<file path="src/rtl/priv_ctl_pkg.sv">
package priv_ctl_pkg;

    // privilege levels
    typedef enum logic [1:0] {
        LVL_USER  = 2'd0,
        LVL_SUPER = 2'd1,
        LVL_RSVD  = 2'd2,
        LVL_MACH  = 2'd3
    } lvl_e;

    // operation strobe bit positions
    localparam int unsigned OP_SRET  = 0;
    localparam int unsigned OP_MRET  = 1;
    localparam int unsigned OP_WFI   = 2;
    localparam int unsigned OP_FENCE = 3;
    localparam int unsigned NUM_OPS  = 4;

    // exception causes
    localparam int unsigned CAUSE_W = 4;
    localparam logic [CAUSE_W-1:0] CAUSE_ILLEGAL  = 4'd2;
    localparam logic [CAUSE_W-1:0] CAUSE_MISALIGN = 4'd0;

    // low PC bits that must be zero without compressed support
    localparam int unsigned ALIGN_BITS = 2;

    // status word field positions (decoded by the rest of the core)
    localparam int unsigned ST_SIE    = 1;
    localparam int unsigned ST_MIE    = 3;
    localparam int unsigned ST_SPIE   = 5;
    localparam int unsigned ST_MPIE   = 7;
    localparam int unsigned ST_SPP    = 8;
    localparam int unsigned ST_MPP_LO = 11;
    localparam int unsigned ST_MPP_HI = 12;
    localparam int unsigned ST_TVM    = 20;
    localparam int unsigned ST_TW     = 21;
    localparam int unsigned ST_TSR    = 22;

endpackage

</file>
<file path="src/rtl/priv_ctl_check.sv">
module priv_ctl_check
    import priv_ctl_pkg::*;
(
    input  logic [NUM_OPS-1:0]    op_sel,
    input  logic [1:0]            cur_priv,
    input  logic                  tsr_bit,
    input  logic                  tw_bit,
    input  logic                  tvm_bit,
    input  logic                  cmp_en,
    input  logic [ALIGN_BITS-1:0] spc_lo,
    input  logic [ALIGN_BITS-1:0] mpc_lo,
    output logic                  fault,
    output logic [CAUSE_W-1:0]    cause,
    output logic                  do_ret,
    output logic                  ret_from_m,
    output logic                  do_halt,
    output logic                  do_flush
);

    localparam logic [NUM_OPS-1:0] ONE = {{(NUM_OPS-1){1'b0}}, 1'b1};

    logic multi_hot;
    logic lvl_ge_s;
    logic lvl_is_s;
    logic lvl_is_m;
    logic s_misaligned;
    logic m_misaligned;

    assign multi_hot    = |(op_sel & (op_sel - ONE));
    assign lvl_ge_s     = (cur_priv != LVL_USER);
    assign lvl_is_s     = (cur_priv == LVL_SUPER);
    assign lvl_is_m     = (cur_priv == LVL_MACH);
    assign s_misaligned = !cmp_en && (|spc_lo);
    assign m_misaligned = !cmp_en && (|mpc_lo);

    always_comb begin
        fault      = 1'b0;
        cause      = CAUSE_MISALIGN;
        do_ret     = 1'b0;
        ret_from_m = 1'b0;
        do_halt    = 1'b0;
        do_flush   = 1'b0;
        if (multi_hot) begin
            fault = 1'b1;
            cause = CAUSE_ILLEGAL;
        end else if (op_sel[OP_SRET]) begin
            // order: privilege, trap-on-return, alignment
            if (!lvl_ge_s || tsr_bit) begin
                fault = 1'b1;
                cause = CAUSE_ILLEGAL;
            end else if (s_misaligned) begin
                fault = 1'b1;
                cause = CAUSE_MISALIGN;
            end else begin
                do_ret = 1'b1;
            end
        end else if (op_sel[OP_MRET]) begin
            if (!lvl_is_m) begin
                fault = 1'b1;
                cause = CAUSE_ILLEGAL;
            end else if (m_misaligned) begin
                fault = 1'b1;
                cause = CAUSE_MISALIGN;
            end else begin
                do_ret     = 1'b1;
                ret_from_m = 1'b1;
            end
        end else if (op_sel[OP_WFI]) begin
            if (lvl_is_s && tw_bit) begin
                fault = 1'b1;
                cause = CAUSE_ILLEGAL;
            end else begin
                do_halt = 1'b1;
            end
        end else if (op_sel[OP_FENCE]) begin
            if (!lvl_ge_s || (lvl_is_s && tvm_bit)) begin
                fault = 1'b1;
                cause = CAUSE_ILLEGAL;
            end else begin
                do_flush = 1'b1;
            end
        end
    end

endmodule

</file>
<file path="src/rtl/priv_ctl_unstack.sv">
module priv_ctl_unstack
    import priv_ctl_pkg::*;
#(
    parameter int unsigned XLEN = 32
) (
    input  logic            ret_from_m,
    input  logic [XLEN-1:0] status_in,
    input  logic [XLEN-1:0] sepc_in,
    input  logic [XLEN-1:0] mepc_in,
    output logic [XLEN-1:0] new_status,
    output logic [1:0]      new_priv,
    output logic [XLEN-1:0] new_pc
);

    always_comb begin
        new_status = status_in;
        if (ret_from_m) begin
            new_pc                            = mepc_in;
            new_priv                          = status_in[ST_MPP_HI:ST_MPP_LO];
            new_status[ST_MIE]                = status_in[ST_MPIE];
            new_status[ST_MPIE]               = 1'b0;
            new_status[ST_MPP_HI:ST_MPP_LO]   = LVL_USER;
        end else begin
            new_pc              = sepc_in;
            new_priv            = {1'b0, status_in[ST_SPP]};
            new_status[ST_SIE]  = status_in[ST_SPIE];
            new_status[ST_SPIE] = 1'b0;
            new_status[ST_SPP]  = 1'b0;
        end
    end

endmodule

</file>
<file path="src/rtl/priv_ctl_exec.sv">
module priv_ctl_exec
    import priv_ctl_pkg::*;
#(
    parameter int unsigned XLEN = 32
) (
    input  logic                 clk,
    input  logic                 rst_n,
    input  logic [1:0]           cur_priv,
    input  logic [XLEN-1:0]      status_in,
    input  logic [XLEN-1:0]      sepc_in,
    input  logic [XLEN-1:0]      mepc_in,
    input  logic                 cmp_en,
    input  logic [NUM_OPS-1:0]   op_sel,
    output logic [XLEN-1:0]      ret_pc,
    output logic [1:0]           next_priv,
    output logic [XLEN-1:0]      status_out,
    output logic                 commit,
    output logic                 halt_req,
    output logic                 tlb_flush,
    output logic                 exc_valid,
    output logic [CAUSE_W-1:0]   exc_cause
);

    typedef struct packed {
        logic [XLEN-1:0]    pc;
        logic [1:0]         priv;
        logic [XLEN-1:0]    status;
        logic               commit;
        logic               halt;
        logic               flush;
        logic               exc;
        logic [CAUSE_W-1:0] cause;
    } out_t;

    logic               fault;
    logic [CAUSE_W-1:0] fault_cause;
    logic               do_ret;
    logic               ret_from_m;
    logic               do_halt;
    logic               do_flush;
    logic [XLEN-1:0]    uns_status;
    logic [1:0]         uns_priv;
    logic [XLEN-1:0]    uns_pc;

    out_t st_d, st_q;

    priv_ctl_check u_check (
        .op_sel     (op_sel),
        .cur_priv   (cur_priv),
        .tsr_bit    (status_in[ST_TSR]),
        .tw_bit     (status_in[ST_TW]),
        .tvm_bit    (status_in[ST_TVM]),
        .cmp_en     (cmp_en),
        .spc_lo     (sepc_in[ALIGN_BITS-1:0]),
        .mpc_lo     (mepc_in[ALIGN_BITS-1:0]),
        .fault      (fault),
        .cause      (fault_cause),
        .do_ret     (do_ret),
        .ret_from_m (ret_from_m),
        .do_halt    (do_halt),
        .do_flush   (do_flush)
    );

    priv_ctl_unstack #(.XLEN(XLEN)) u_unstack (
        .ret_from_m (ret_from_m),
        .status_in  (status_in),
        .sepc_in    (sepc_in),
        .mepc_in    (mepc_in),
        .new_status (uns_status),
        .new_priv   (uns_priv),
        .new_pc     (uns_pc)
    );

    always_comb begin
        st_d        = st_q;
        st_d.commit = 1'b0;
        st_d.halt   = 1'b0;
        st_d.flush  = 1'b0;
        st_d.exc    = 1'b0;
        st_d.cause  = '0;
        if (fault) begin
            st_d.exc   = 1'b1;
            st_d.cause = fault_cause;
        end else if (do_ret) begin
            st_d.commit = 1'b1;
            st_d.pc     = uns_pc;
            st_d.priv   = uns_priv;
            st_d.status = uns_status;
        end else begin
            st_d.halt  = do_halt;
            st_d.flush = do_flush;
        end
    end

    always_ff @(posedge clk or negedge rst_n) begin
        if (!rst_n) begin
            st_q        <= '0;
            st_q.priv   <= LVL_MACH;
        end else begin
            st_q <= st_d;
        end
    end

    assign ret_pc     = st_q.pc;
    assign next_priv  = st_q.priv;
    assign status_out = st_q.status;
    assign commit     = st_q.commit;
    assign halt_req   = st_q.halt;
    assign tlb_flush  = st_q.flush;
    assign exc_valid  = st_q.exc;
    assign exc_cause  = st_q.cause;

endmodule

</file>
<file path="config.mk">
export PLATFORM = sky130hd
export DESIGN_NAME = priv_ctl_exec
export DESIGN_NICKNAME = d
export VERILOG_FILES = /design/src/rtl/priv_ctl_pkg.sv /design/src/rtl/priv_ctl_check.sv /design/src/rtl/priv_ctl_unstack.sv /design/src/rtl/priv_ctl_exec.sv
export SDC_FILE = /design/constraint.sdc
export NUM_CORES = 1
export LEC_CHECK = 0
export ABC_AREA = 1
export BUFFER_PORTS_ARGS = -buffer_cell sky130_fd_sc_hd__buf_2
export CORE_ASPECT_RATIO = 1.75
export CORE_MARGIN = 2
export CORE_UTILIZATION = 51
export CTS_CLUSTER_SIZE = 20
export DETAILED_ROUTE_END_ITERATION = 10
export PLACE_DENSITY = 0.88
export SYNTH_ARGS = -nofsm -noshare
export SYNTH_HDL_FRONTEND = slang
export SYNTH_HIERARCHICAL = 1
export SYNTH_SLANG_ARGS = --single-unit
</file>
<file path="constraint.sdc">
create_clock -name clk -period 1.16 [get_ports clk]
set_clock_uncertainty 0.15 [all_clocks]
set_input_delay 0.058 -clock clk [delete_from_list [all_inputs] [get_ports clk]]
set_output_delay 0.058 -clock clk [all_outputs]
set_load 0.05 [all_outputs]
</file>
==> results.cfg, run 1 <==
[clocking]
htree_levels = 3
cts_root_buf = clkbuf_16
cts_buffers = 9
clock_sinks = 74
cts.path.max_buffers = 2

[yosys]
synth_top_cell_area_share = 0.463
synth_commonest_cells = nand2_1 (254), dfrtp_1 (72), nand3_1 (70)
synth.most_common_cell = nand2_1
ys.flop_type = dfrtp_1
netlist_area_mm2 = 0.00389
ys_seq_area_frac = 0.476
synth_edf_count = 0
ys.warnings.count = 6
synthCells = 509
yosys_register_bits = 74
synth_area_leaders = dfrtp_1 (46%), nand2_1 (24%), nand3_1 (9.0%)
syn_avg_cell_area_um2 = 7.65
synthArstFlopShare = 1.00
yosysUniqueCellTypes = 27
synth_top_area_cell = dfrtp_1

[placement]
io_buffers = 178
place.gp.congestion = 0.855
hpwl_mm = 7.21
placed_area_mm2 = 0.00473
placed_cells = 745
place_ws_ns = -0.554

[floorplanning]
start_util = 0.522
die_h_um = 120
io-pin-count = 179
num_rows = 42
die_x_um = 70.1

[timing]
worstEndpointGrtRepair = ret_pc[11]$_DFFE_PN0P_/D
endpoint_type = sequential cell input

[status]
status = did not finish
lastStage = global routing
firstError = [ERROR DPL-0038] Utilization greater than 100%, impossible to legalize

[grt]
grt_max_degree = 35
-- through the flow --
stage / hold WS [ns] / setup TNS [ns]
after floorplan: -0.388 / -13.49
after detailed placement: -0.223 / -35.41
after CTS: -0.0355 / -6.45
after global placement: -0.226 / -26.36
-- cell families after synthesis --
kind of cell,count (synthesis),share of synthesized area
simple gates,352,0.377
buf+inv,76,0.137
flops,74,0.476
compound gates,6,0.00899
other cells,1,0.000963
-- what timing repair did --
| action | CTS |
|---|---|
| hold buffers | 97 |
| setup buffers | 8 |
| resized for setup | 101 |
| pin swaps | 12 |
| cloned | 10 |
| hold endpoints to repair | 141 |
| setup endpoints to repair | 106 |
==> run 2: changes to the inputs <==
Settings changed: CORE_ASPECT_RATIO 1.75 to not set, CORE_UTILIZATION 51 to 40, CTS_CLUSTER_SIZE 20 to not set, PLACE_DENSITY 0.88 to not set, PLACE_DENSITY_LB_ADDON set to 0.15.
==> run 2 against run 1 <==
The flow now finishes, with violations (setup timing). Synthesized area unchanged. Synthesized cell count did not move.
==> results.cfg, run 2 <==
[status]
status = finished with violations
violations = setup timing

[timing]
max_clock_freq_mhz = 720
fin_crit_sh = 1.20
whs_ns = 0.0237
tns_ns = -9.67
slew_viol_final = 0
setup_viol_count_final = 70
hold_violations = 0
fin_ws_ns = -0.230
min_period_ns = 1.39
rsz0062_at_grt = yes

[setup_path]
critPathMaxStageDelay_ns = 0.19
endpoint = ret_pc[11]$_DFFE_PN0P_
crit_start = op_sel[1]
path_delay_family = simple AND/OR/NAND/NOR gates
critPathRequiredTime_ns = 1.30
arrival_ns = 1.53
cp_num_cells = 13
cp-start-kind = input port
r2r_cells = 3
cp_max_fo = 7
crit_chain = buf_8 -> nor2_4 -> nand2_2 -> nand2_2 -> nand3_4 -> buf_6 -> nor2_4 -> buf_6 -> buf_6 -> nand2_1 -> nand2_1 -> nand3_1 -> nand2_1
r2r_slack_ns = 0.25
endpoint_kind = flip-flop
r2r_end = ret_pc[21]$_DFFE_PN0P_
crit_buf_inv = 4
critPathSlowestCell = nor2_4
path_class = input port to flip-flop
worst_r2r_startpoint = ret_pc[21]$_DFFE_PN0P_

[job]
max_cap_viol_count = 0

[yosys]
synth_compound_area_frac = 0.00900
synth_area_leaders = dfrtp_1 (46%), nand2_1 (24%), nand3_1 (9.0%)
synth_xor_area_frac = 0
synth_commonest_cells = nand2_1 (254), dfrtp_1 (72), nand3_1 (70)
yosysUniqueCellTypes = 27
synth_edf_count = 0
yosys_register_bits = 74
syn_avg_cell_area_um2 = 7.65
ys.flop_type = dfrtp_1
synth.most_common_cell = nand2_1
ys_seq_area_frac = 0.476
yosys-mux-area-fraction = 0
synthCells = 509
synth-simple-area-share = 0.377
synth_top_area_cell = dfrtp_1
synthAdderAreaFrac = 0
synth_top_cell_area_share = 0.463
synth_top_family_by_area = simple AND/OR/NAND/NOR gates
netlist_area_mm2 = 0.00389
synthArstFlopShare = 1.00
ys.warnings.count = 6

[clocking]
cts.clk_slew.worst_paths_ns = 0.08
cts.path.max_buffers = 2
cts_root_buf = clkbuf_8
htree_levels = 3
cts_tree = done
cts_buffers = 9
clock_sinks = 74
clk_latency_ns = 0.34

[grt]
grt_use_met2 = 0.467
grt-busiest-layer = met2
grt_overflow = 0
grt_use_met3 = 0.0563
grt_pass1_wl_mm = 21.2
grt_pass1_vias = 4475
antenna_found_initial = 1
track_usage = 0.262
grt_use_met1 = 0.304
grt_max_degree = 48

[pwr]
p_total_uw = 10000
vdd_ir_drop_max_uv = 945
leakage_uw = 0.00405
power_density_mw_per_mm2 = 1280

[placement]
placed_cells = 792
placed_area_mm2 = 0.00486
hpwl_mm = 7.12
io_buffers = 178
place.gp.congestion = 0.791

[min_path]
hp-class = input port to flip-flop

[floorplanning]
coreArea_mm2 = 0.00959
dieArea_mm2 = 0.0105
io-pin-count = 179
num_rows = 36
die_x_um = 103
start_util = 0.406
die_h_um = 103

[final_layout]
final_cell_mix = nand2_1 (199), dlygate4sd3_1 (99), buf_2 (98)
syn_to_final_growth_pct = 101
layout_commonest_cell = nand2_1
final_design_area_no_fill_mm2 = 0.00781
nets = 920
fin_cells = 954
drive_above_1_share = 0.477

[drt]
wirelength_mm = 18.2
post_drt_wl_per_cell_um = 19.1
drtPass1Iterations = 5
drc = 0
ant_nets = 0
num_vias = 4823
via_per_inst = 5.06
first_iter_violations = 241
## run 2: cells by family after synthesis
family                 after synthesis
and+or+nand+nor                    352
DFF                                 74
buffers and inverters               76
AOI/OAI and AO/OA                    6
other                                1
## run 2: worst min path at each step
stage / depth (start not counted) / start / to
floorplan: 0 / rst_n / commit$_DFF_PN0_
global route: 2 / rst_n / ret_pc[14]$_DFFE_PN0P_
finish: 8 / op_sel[1] / exc_cause[1]$_DFF_PN0_
global placement: 1 / rst_n / ret_pc[13]$_DFFE_PN0P_
detailed placement: 1 / rst_n / ret_pc[12]$_DFFE_PN0P_
CTS: 2 / rst_n / ret_pc[12]$_DFFE_PN0P_
## run 2: through the flow
stage,setup WS (ns),util
after floorplan,-0.235,-
after global placement,-0.472,0.507
after detailed placement,-0.493,0.507
after CTS,-0.105,0.697
after global routing,-0.321,0.814
final,-0.230,0.814
## run 2: area by class of cell
class | instances | area [µm²]
sequential | 74 | 1850
clock buffer | 10 | 128
tap | 133 | 166
antenna | 1 | 2.50
clock inverter | 6 | 41.3
fill | 592 | 1790
timing repair buffer | 345 | 3440
multi-input combinational | 362 | 2010
timing repair inverter | 5 | 72.6
inverter | 18 | 96.3
## run 2: worst min-delay path: stages
cell and delay (ns):
buf_8 0.09, a21oi_2 0.03, nand2_1 0.08, nand2_1 0.05, nand2_1 0.05, nand2_1 0.04
nand2_1 0.05, inv_1 0.03
## run 2: repair_timing
| action | CTS | global route |
|---|---|---|
| hold buffers | 99 | 0 |
| resized for setup | 133 | 182 |
| setup buffers | 9 | 8 |
| hold endpoints to repair | 142 | 0 |
| cloned | 11 | 19 |
| pin swaps | 24 | 98 |
| setup endpoints to repair | 137 | 134 |
## run 2: report_power, final
part	switching (µW)	internal [µW]	total, µW
combinational	2900	1850	4750
clock	1020	777	1790
sequential	396	3080	3470
total	4310	5700	10000
## run 2: layer usage
metal	wire length, µm	vias up	part of all wire
met5	0	-	0
met4	866	0	0.048
met3	1350	74	0.074
met2	9230	246	0.51
met1	6770	2335	0.37
li1	-	2168	-
Note: power is estimated with default switching activity, not from simulation.
==> run 3: changes to the inputs <==
Settings changed: CELL_PAD_IN_SITES_DETAIL_PLACEMENT set to 1, CELL_PAD_IN_SITES_GLOBAL_PLACEMENT set to 1, CORE_UTILIZATION 40 to 35.
==> run 3 against run 2 <==
The run now fails in global routing. Synthesized cell count is the same. Synthesized area unchanged.
==> results.cfg, run 3 <==
[yosys]
synth_area_leaders = dfrtp_1 (46%), nand2_1 (24%), nand3_1 (9.0%)
ys_seq_area_frac = 0.476
synth_top_cell_area_share = 0.463
netlist_area_mm2 = 0.00389
synth_edf_count = 0
yosysUniqueCellTypes = 27
synth_top_area_cell = dfrtp_1
syn_avg_cell_area_um2 = 7.65
yosys_register_bits = 74
ys.flop_type = dfrtp_1
synth.most_common_cell = nand2_1
synthCells = 509
ys.warnings.count = 6
synth_commonest_cells = nand2_1 (254), dfrtp_1 (72), nand3_1 (70)
synthArstFlopShare = 1.00

[timing]
endpoint_type = sequential cell input
worstEndpointGrtRepair = ret_pc[22]$_DFFE_PN0P_/D

[clocking]
cts_buffers = 9
clock_sinks = 74
htree_levels = 3
cts.path.max_buffers = 2
cts_root_buf = clkbuf_8

[grt]
grt_overflow = 3
antenna_found_initial = 2
grt_max_degree = 33
track_usage = 0.654

[floorplanning]
io-pin-count = 179
die_h_um = 109
start_util = 0.359
die_x_um = 109
num_rows = 38

[status]
lastStage = global routing
status = did not finish
firstError = [ERROR GRT-0232] Routing congestion too high. Check the congestion heatmap in the GUI.

[placement]
place.gp.congestion = 0.778
io_buffers = 178
placed_cells = 804
placed_area_mm2 = 0.00488
hpwl_mm = 8.77
[run 3: cell counts after synthesis]
Identical to the previous run, type by type.
[run 3: per-layer routing]
layer / GRT overflow / track usage
met1: 0 / 0.622
met2: 1 / 0.881
met3: 0 / 0.438
met4: 2 / 0.712
met5: 0 / 0.0848
[run 3: cell families after synthesis]
group,Yosys count,synth area share
other cells,1,0.000963
flops,74,0.476
buf+inv,76,0.137
compound gates,6,0.00899
simple gates,352,0.377
[run 3: metrics by stage]
stage,hold slack (ns),worst slack (ns)
2_1_floorplan,-0.388,-0.235
3_5_place_dp,-0.191,-0.537
4_1_cts,-0.0315,-0.139
3_3_place_gp,-0.191,-0.445
[run 3: what timing repair did]
action | CTS
cloned | 10
setup endpoints to repair | 140
pin swaps | 18
setup buffers | 17
endpoints found under the hold margin | 142
resized for setup | 190
hold buffers | 100
